<file path="config.mk">
export PLATFORM = sky130hd
export DESIGN_NAME = le_access_seq
export DESIGN_NICKNAME = d
export VERILOG_FILES = /design/src/rtl/le_seq_pkg.sv /design/src/rtl/le_phys_addr.sv /design/src/rtl/le_lane_steer.sv /design/src/rtl/le_read_merge.sv /design/src/rtl/le_access_seq.sv
export SDC_FILE = /design/constraint.sdc
export NUM_CORES = 1
export LEC_CHECK = 0
export ABC_AREA = 1
export BUFFER_PORTS_ARGS = -buffer_cell sky130_fd_sc_hd__buf_2
export CAP_MARGIN = 0
export CORE_ASPECT_RATIO = 0.75
export CORE_UTILIZATION = 52
export DETAILED_ROUTE_END_ITERATION = 10
export GPL_TIMING_DRIVEN = 0
export HOLD_SLACK_MARGIN = 0.12
export PLACE_DENSITY = 0.78
export RECOVER_POWER = 100
export SETUP_SLACK_MARGIN = 0.02
export SYNTH_ARGS = -nofsm -noshare
export SYNTH_HDL_FRONTEND = slang
export SYNTH_HIERARCHICAL = 1
export SYNTH_SLANG_ARGS = --single-unit
</file>
<file path="constraint.sdc">
create_clock -name clk -period 2.2 [get_ports clk]
set_clock_uncertainty 0.15 [all_clocks]
set_input_delay 0.22 -clock clk [delete_from_list [all_inputs] [get_ports clk]]
set_output_delay 0.22 -clock clk [all_outputs]
set_load 0.005 [all_outputs]
</file>
<file path="src/rtl/le_seq_pkg.sv">
package le_seq_pkg;

  typedef enum logic [1:0] {
    ST_IDLE,
    ST_FIRST,
    ST_SECOND,
    ST_FINISH
  } seq_state_t;

  // access shape, decided once at acceptance from size and address bit 0
  typedef enum logic [1:0] {
    SH_BYTE_LO,
    SH_BYTE_HI,
    SH_WORD,
    SH_SPLIT
  } acc_shape_t;

endpackage

</file>
<file path="src/rtl/le_phys_addr.sv">
module le_phys_addr #(
  parameter int SEG_W = 16,
  parameter int OFF_W = 16,
  parameter int SHIFT = 4,
  parameter int PA_W  = SEG_W + SHIFT
) (
  input  logic [SEG_W-1:0] seg,
  input  logic [OFF_W-1:0] off,
  output logic [PA_W-1:0]  pa,
  output logic [PA_W-1:0]  pa_inc
);
  logic [SEG_W+SHIFT-1:0] seg_sh;

  assign seg_sh = {seg, {SHIFT{1'b0}}};
  // both operands at PA_W bits: carry out of the top is dropped (modulo wrap)
  assign pa     = PA_W'(seg_sh) + PA_W'(off);
  assign pa_inc = pa + PA_W'(1);
endmodule

</file>
<file path="src/rtl/le_lane_steer.sv">
module le_lane_steer
  import le_seq_pkg::*;
#(
  parameter int LANE_W = 8,
  parameter int DATA_W = 2 * LANE_W
) (
  input  acc_shape_t        shape,
  input  logic              second,
  input  logic [DATA_W-1:0] data,
  output logic [1:0]        lanes,
  output logic [DATA_W-1:0] wbus
);
  always_comb begin
    lanes = 2'b00;
    wbus  = '0;
    unique case (shape)
      SH_BYTE_LO: begin
        lanes = 2'b01;
        wbus  = {{LANE_W{1'b0}}, data[LANE_W-1:0]};
      end
      SH_BYTE_HI: begin
        lanes = 2'b10;
        wbus  = {data[LANE_W-1:0], {LANE_W{1'b0}}};
      end
      SH_WORD: begin
        lanes = 2'b11;
        wbus  = data;
      end
      SH_SPLIT: begin
        if (second) begin
          lanes = 2'b01;
          wbus  = {{LANE_W{1'b0}}, data[DATA_W-1:LANE_W]};
        end else begin
          lanes = 2'b10;
          wbus  = {data[LANE_W-1:0], {LANE_W{1'b0}}};
        end
      end
      default: begin
        lanes = 2'b00;
        wbus  = '0;
      end
    endcase
  end
endmodule

</file>
<file path="src/rtl/le_read_merge.sv">
module le_read_merge
  import le_seq_pkg::*;
#(
  parameter int LANE_W = 8,
  parameter int DATA_W = 2 * LANE_W
) (
  input  logic              clk,
  input  logic              rst,
  input  acc_shape_t        shape,
  input  logic              hold_en,
  input  logic              final_en,
  input  logic [DATA_W-1:0] rbus,
  output logic [DATA_W-1:0] rdata
);
  logic [LANE_W-1:0] lo_hold;

  always_ff @(posedge clk) begin
    if (rst) begin
      lo_hold <= '0;
      rdata   <= '0;
    end else begin
      // first half of a split read arrives on the high lane
      if (hold_en) lo_hold <= rbus[DATA_W-1:LANE_W];
      if (final_en) begin
        unique case (shape)
          SH_BYTE_LO: rdata <= {{LANE_W{1'b0}}, rbus[LANE_W-1:0]};
          SH_BYTE_HI: rdata <= {{LANE_W{1'b0}}, rbus[DATA_W-1:LANE_W]};
          SH_WORD:    rdata <= rbus;
          SH_SPLIT:   rdata <= {rbus[LANE_W-1:0], lo_hold};
          default:    rdata <= rbus;
        endcase
      end
    end
  end
endmodule

</file>
<file path="src/rtl/le_access_seq.sv">
module le_access_seq
  import le_seq_pkg::*;
#(
  parameter int SEG_W  = 16,
  parameter int OFF_W  = 16,
  parameter int SHIFT  = 4,
  parameter int LANE_W = 8
) (
  input  logic                      clk,
  input  logic                      rst,
  input  logic                      req_valid,
  output logic                      req_ready,
  input  logic                      req_write,
  input  logic                      req_word,
  input  logic [SEG_W-1:0]          req_seg,
  input  logic [OFF_W-1:0]          req_off,
  input  logic [2*LANE_W-1:0]       req_wdata,
  output logic                      rsp_done,
  output logic [2*LANE_W-1:0]       rsp_rdata,
  output logic [SEG_W+SHIFT-1:0]    mem_addr,
  output logic [1:0]                mem_lane_en,
  output logic                      mem_we,
  output logic [2*LANE_W-1:0]       mem_wdata,
  input  logic [2*LANE_W-1:0]       mem_rdata
);
  localparam int PA_W   = SEG_W + SHIFT;
  localparam int DATA_W = 2 * LANE_W;
  localparam int NPHASE = 2;

  seq_state_t        state;
  acc_shape_t        shape_q;
  acc_shape_t        shape_in;
  logic              write_q;
  logic [DATA_W-1:0] wdata_q;
  logic [PA_W-1:0]   pa_now;
  logic [PA_W-1:0]   pa_inc_now;
  logic [PA_W-1:0]   pa_inc_q;

  acc_shape_t        ph_shape [NPHASE];
  logic [DATA_W-1:0] ph_data  [NPHASE];
  logic [1:0]        ph_lanes [NPHASE];
  logic [DATA_W-1:0] ph_wbus  [NPHASE];

  le_phys_addr #(
    .SEG_W(SEG_W), .OFF_W(OFF_W), .SHIFT(SHIFT), .PA_W(PA_W)
  ) u_pa (
    .seg    (req_seg),
    .off    (req_off),
    .pa     (pa_now),
    .pa_inc (pa_inc_now)
  );

  always_comb begin
    if (req_word) shape_in = pa_now[0] ? SH_SPLIT   : SH_WORD;
    else          shape_in = pa_now[0] ? SH_BYTE_HI : SH_BYTE_LO;
  end

  // phase 0 steers the incoming request, phase 1 the stored second half
  assign ph_shape[0] = shape_in;
  assign ph_data[0]  = req_wdata;
  assign ph_shape[1] = shape_q;
  assign ph_data[1]  = wdata_q;

  for (genvar p = 0; p < NPHASE; p++) begin : g_phase
    le_lane_steer #(.LANE_W(LANE_W), .DATA_W(DATA_W)) u_steer (
      .shape  (ph_shape[p]),
      .second (1'(p)),
      .data   (ph_data[p]),
      .lanes  (ph_lanes[p]),
      .wbus   (ph_wbus[p])
    );
  end

  always_ff @(posedge clk) begin
    if (rst) begin
      state       <= ST_IDLE;
      shape_q     <= SH_BYTE_LO;
      write_q     <= 1'b0;
      wdata_q     <= '0;
      pa_inc_q    <= '0;
      mem_addr    <= '0;
      mem_lane_en <= 2'b00;
      mem_we      <= 1'b0;
      mem_wdata   <= '0;
      req_ready   <= 1'b1;
      rsp_done    <= 1'b0;
    end else begin
      rsp_done <= 1'b0;
      unique case (state)
        ST_IDLE: begin
          if (req_valid && req_ready) begin
            shape_q     <= shape_in;
            write_q     <= req_write;
            wdata_q     <= req_wdata;
            pa_inc_q    <= pa_inc_now;
            mem_addr    <= pa_now;
            mem_lane_en <= ph_lanes[0];
            mem_wdata   <= ph_wbus[0];
            mem_we      <= req_write;
            req_ready   <= 1'b0;
            state       <= ST_FIRST;
          end
        end
        ST_FIRST: begin
          if (shape_q == SH_SPLIT) begin
            mem_addr    <= pa_inc_q;
            mem_lane_en <= ph_lanes[1];
            mem_wdata   <= ph_wbus[1];
            state       <= ST_SECOND;
          end else begin
            mem_lane_en <= 2'b00;
            mem_we      <= 1'b0;
            mem_wdata   <= '0;
            state       <= ST_FINISH;
          end
        end
        ST_SECOND: begin
          mem_lane_en <= 2'b00;
          mem_we      <= 1'b0;
          mem_wdata   <= '0;
          state       <= ST_FINISH;
        end
        ST_FINISH: begin
          rsp_done  <= 1'b1;
          req_ready <= 1'b1;
          state     <= ST_IDLE;
        end
        default: state <= ST_IDLE;
      endcase
    end
  end

  le_read_merge #(.LANE_W(LANE_W), .DATA_W(DATA_W)) u_merge (
    .clk      (clk),
    .rst      (rst),
    .shape    (shape_q),
    .hold_en  (state == ST_SECOND && !write_q),
    .final_en (state == ST_FINISH && !write_q),
    .rbus     (mem_rdata),
    .rdata    (rsp_rdata)
  );
endmodule

</file>
==> Word level (Yosys, flattened, before mapping) <==
Index checks and enable logic that the tools add are counted.
{ "word_totals": {"regBits": 106, "input_bits": 69, "output_inout_bits": 57, "wordCells": 67} }
{ "classes": {"n_addsub": 2, "eq_ne": 12, "n_mux": 24, "n_reduce_logical": 16} }
{ "op_table": {"columns": ["cell", "n"], "rows": [
  ["$pmux W16 S3", 2],
  ["$pmux W16 S4", 1],
  ["$mux W20", 2],
  ["$pmux W20 S2", 1],
  ["$add A20 B1 Y20 const B", 1],
  ["$add A20 B16 Y20", 1],
  ["$mux W16", 1],
  ["$eq A2 B2 Y1 const B", 6],
  ["$pmux W2 S3", 2],
  ["$mux W1", 8],
  ["$mux W8", 1],
  ["$pmux W2 S4", 1],
  ["$eq A2 B1 Y1 const B", 3],
  ["$logic_not A2 Y1", 3],
  ["$mux W2", 3],
  ["$ne A2 B2 Y1 const B", 3],
  ["$reduce_and A2 Y1", 3],
  ["$reduce_and A3 Y1", 2],
  ["$reduce_bool A2 Y1", 2],
  ["$logic_and A1 B1 Y1", 3],
  ["$pmux W1 S3", 1],
  ["$reduce_bool A3 Y1", 1],
  ["$pmux W1 S2", 1],
  ["$reduce_or A2 Y1", 1],
  ["$logic_not A1 Y1", 1]
]} }

==> Longest topological paths before layout <==
{ "logic_depth": {"word_depth": 8, "ltp_mapped": 19} }

==> Cells and area by module <==
The synthesis kept the hierarchy.
{ "by_module_without_submodules": {"columns": ["module", "n_inst", "cells_each", "area_each_um2"], "rows": [
  ["le_access_seq", 1, 560, 3721.1],
  ["le_phys_addr", 1, 280, 1480.2],
  ["le_read_merge", 1, 184, 1248.7],
  ["le_lane_steer", 2, 88, 425.4]
]} }

==> Worst setup path after synthesis <==
OpenSTA, ideal clock, no wires.
{ "synth_path": {"path_type": "in2reg", "start": "input req_seg[0]", "end": "register pa_inc_q[16]", "setup_ns": 0.128, "t_arrival_ns": 2.048, "t_required_ns": 1.922, "setup_slack_ns": -0.126, "path_stages": 14, "path_cell_list": "ha_1 -> inv_1 -> fa_1 -> inv_1 -> nand3_2 -> nor2_4 -> nand3_4 -> nor2_4 -> nand3_4 -> nor2_4 -> nand2_1 -> xor2_1 -> o21ai_0 -> a21oi_1"} }
{ "synth_between": {"elab_chain_len": 2} }
{ "synth_rtl": {"columns": ["item", "line", "text"], "rows": [
  ["start, declared", "le_access_seq.sv:15", "input logic [SEG_W-1:0] req_seg,"],
  ["$add A20 B16 Y20", "le_phys_addr.sv:16", "assign pa = PA_W'(seg_sh) + PA_W'(off);"],
  ["named net pa_now[5]", "le_access_seq.sv:35", "logic [PA_W-1:0] pa_now;"],
  ["$add A20 B1 Y20", "le_phys_addr.sv:17", "assign pa_inc = pa + PA_W'(1);"],
  ["named net pa_inc_now[16]", "le_access_seq.sv:36", "logic [PA_W-1:0] pa_inc_now;"],
  ["end signal, assigned", "le_access_seq.sv:95", "pa_inc_q <= pa_inc_now;"],
  ["end, declared", "le_access_seq.sv:37", "logic [PA_W-1:0] pa_inc_q;"]
]} }
The timed path passes the listed nets, and every way through them passes these cells.
A chain may end at the register's enable or synchronous reset.

==> Worst setup path after layout <==
{ "layout_path": {"start": "input req_off[4]", "end": "register pa_inc_q[15]"} }
{ "layout_between": {"elab_chain_len": 2} }
{ "layout_rtl": {"columns": ["item", "line", "text"], "rows": [
  ["start, declared", "le_access_seq.sv:16", "input logic [OFF_W-1:0] req_off,"],
  ["$add A20 B16 Y20", "le_phys_addr.sv:16", null],
  ["named net pa_now[5]", "le_access_seq.sv:35", null],
  ["$add A20 B1 Y20", "le_phys_addr.sv:17", null],
  ["named net pa_inc_now[15]", "le_access_seq.sv:36", null]
]} }
The timed path passes the listed nets, and every way through them passes these cells.

==> qor.txt <==
Setup CP Type = primary input to flop
Cells on Worst Hold Path = 4
chip width = 138.8 um
# IOs = 126
maxcap violations = 0
Internal Power = 5.317 mW
Reg-to-Reg Start = state[0]$_SDFFE_PP0P_
Worst-Margin Slew = 0.6333 ns
worst-path fanout max = 4
Rel. slew slack = 57.78%
setup repair after global routing missed its margin = yes
Leak Pwr = 4.618 nW
mux cell area share after synthesis = 0%
most frequent cells in the layout = nand2_1, inv_1, nor2_1
worst r2r dst = mem_wdata[15]$_SDFFE_PP0P_
CTS tree = done
insertion delay to the later sink of the worst-skew pair = 0.35 ns
flops & latches, synth = 106
Routed WL per cell = 12.71 um
XOR/XNOR Fraction of Synth Area = 1.680%
number of synthesized flops with an enable pin = 0
Flop pwr share = 31.8%
outcome = finished with violations
fraction of the mapped netlist area in simple logic gates = 39.61%
vias in the first global route = 6,996
violated checks = DRC
commonest non-fill, non-tap cell in the layout = nand2_1
Die Y = 104.6 um
period utilization = 98.18%
Synth cell types = 32
worst vdd ir = 0.5595 mV
Fin. Hold Viols = 0
combinational share of power = 49.3%
total core area = 13,700 um^2
critical path's slowest cell = fa_2
hpwl dp = 14,700 um
post-synthesis sequential area ratio = 29.07%
share of cells above drive strength 1 = 18.36%
kind of end point of the critical path = flop
row count = 37
syn_area_per_cell = 6.084 um^2
vias per cell = 4.985
f_max = 0.4630 GHz
Mapped Cells = 1,200
Area Overhead vs Synth = 24.52%
Placement Setup Slack = -0.4075 ns
IO Port Bufs = 125
ANT nets after route = 0
slowest cell delay on critical path = 0.47 ns
worst path cell trace = buf_6, ha_4, inv_2, fa_2, inv_4, nand3_2, nor2_4, nand3_4, inv_4, nand3_4, nor2_4, nand2_2, xor2_1, inv_1, o21ai_1, a21oi_1
power per cell area = 1026 nW/um^2
worst hold path type = primary input to flop
Post-synth top flop = dfxtp_1
dpl cell area = 8190 um^2
min-delay src = req_off[1]
Synth Area in Compound Gates = 10.63%
Net Switching = 4.009 mW
n_diodes = 0
Worst Setup SP = req_off[4]
net count reported at finish = 1,477
initial antenna violation count = 0
starting density of the core = 53.28%
Synth async-reset ratio = 0%
crit path buf inv count = 5
Clock power frac = 18.9%
Post-Synth Adder-Cell Area = 3.359%
Worst R2R Path Depth = 8
crit path time final = 2.160 ns
# fillers = 1,272
CTS root buf = clkbuf_16
clk slew on worst S/H paths = 0.07 ns
total gr overflow = 0
final-report setup violation count = 0
worst path arrival time = 2.24 ns
via count = 7,822
Min-Delay Endpoint = pa_inc_q[1]$_SDFFE_PP0P_
Switching Share = 42.99%
final max-slew violation count = 0
global-route wire length before repair = 32,870 um
drt pass-1 iters = 8
Iter 0 DRT Violations = 559
Total Wirelength = 19,950 um
Largest delay share family, worst path = simple AND/OR/NAND/NOR gates
final instance area = 9091 um^2
overall routing resource usage = 27.70%
worst reg2reg setup slack = 0.19 ns
# DRC = 10
full die area = 14,520 um^2
routability cong. = 0.9382
Synth warnings = 6
final worst slack = 0.04005 ns
largest net degree at the start of global routing = 19
Clock H-tree levels = 3
largest family of logic cells by synthesized area = simple AND/OR/NAND/NOR gates
CP startpoint kind = primary input
Data required, critical path = 2.28 ns
Max clock buf depth = 2
Num Clock Sinks = 106
final setup TNS = 0 ns
CTS Buf Count = 9
Mapped Area = 7301 um^2
cell families (layout without fill, tap and decap cells):
family	after synthesis	after routing
simple gates	659	659
buf+inv	247	435
compound gates	153	153
flops	106	106
fa+ha+maj	19	19
xor+xnor	14	14
other cells	2	8
worst max path at each step:
stage / slack (ns) / depth (start not counted) / end
detailed placement: -0.41 / 16 / pa_inc_q[15]$_SDFFE_PP0P_
global route: -0.01 / 15 / pa_inc_q[15]$_SDFFE_PP0P_
global placement: -0.34 / 15 / pa_inc_q[16]$_SDFFE_PP0P_
CTS: 0.02 / 16 / pa_inc_q[19]$_SDFFE_PP0P_
floorplan: -0.05 / 14 / pa_inc_q[16]$_SDFFE_PP0P_
finish: 0.04 / 16 / pa_inc_q[15]$_SDFFE_PP0P_
synthesized netlist by cell type, types with 12 or more instances:
cell type	n	area, um^2
nor2_1	167	626.9
buf_6	17	191.4
o21ai_0	94	470.5
dfxtp_1	106	2122
clkbuf_1	18	67.56
nand3_1	116	580.6
buf_4	12	90.09
ha_1	18	225.2
inv_1	174	653.1
nand2_1	319	1197
a21oi_1	49	245.2
nand2_2	19	118.9
state kept, by name (all words and copies together) (netlist names):
register	cells
mem_addr	20
pa_inc_q	20
mem_wdata	16
u_merge/rdata	16
wdata_q	16
u_merge/lo_hold	8
mem_lane_en	2
shape_q	2
state	2
mem_we	1
req_ready	1
rsp_done	1
write_q	1
through the flow:
| step | utilization (%) | hold WS [ns] | total power [mW] | std cells |
|---|---|---|---|---|
| floorplan | - | 0.1391 | 6.143 | 1206 |
| global placement | 59.77 | 0.2851 | 7.354 | 1506 |
| detailed placement | 59.77 | 0.2878 | 7.448 | 1506 |
| CTS | 64.90 | 0.1495 | 9.295 | 1559 |
| global route | 66.34 | 0.1778 | 10.14 | 1569 |
| finish | 66.34 | 0.1751 | 9.327 | 1569 |
worst register-to-register path: stages (launching register included):
cell      delay (ns)
dfxtp_1         0.41
inv_1           0.12
ha_1            0.31
clkinv_1        0.29
buf_2           0.30
nand2_1         0.09
o21ai_0         0.10
nor2_1          0.11
nor2_1          0.04
power by group through the flow:
stage          registers (mW)  clock network [mW]  logic (mW)
2_1_floorplan            2.97                   0        3.18
3_3_place_gp             2.98                   0        4.37
3_5_place_dp             3.00                   0        4.45
6_report                 2.97                1.76        4.60
5_1_grt                  3.04                1.87        5.23
4_1_cts                  2.96                1.79        4.54
layout make-up:
cell class | instances | area [um^2] | share of cell area (%)
multi-input cells | 853 | 4224 | 46.46
well taps | 175 | 219.0 | 2.408
inverters | 189 | 726.9 | 7.996
flip-flops and latches | 106 | 2122 | 23.34
clock inverters | 6 | 97.59 | 1.073
repair buffers | 172 | 1067 | 11.74
plain buffers | 58 | 405.4 | 4.459
clock buffers | 10 | 229.0 | 2.519
layer usage:
metal / share of wire, % / track usage [%] / vias up
li1: - / - / 4071
met1: 49 / 39.03 / 3476
met2: 44 / 44.55 / 253
met3: 6.0 / 4.675 / 22
met4: 1.0 / 5.397 / 0
met5: 0 / 0 / -
timing repair:
item	in CTS	in global routing
hold endpoints to repair	44	0
gates cloned	0	0
pin swaps	5	23
setup buffers	2	10
setup endpoints to repair	4	7
gates resized for setup	4	38
hold buffers	35	0
Power figures use the tool's default switching activity.
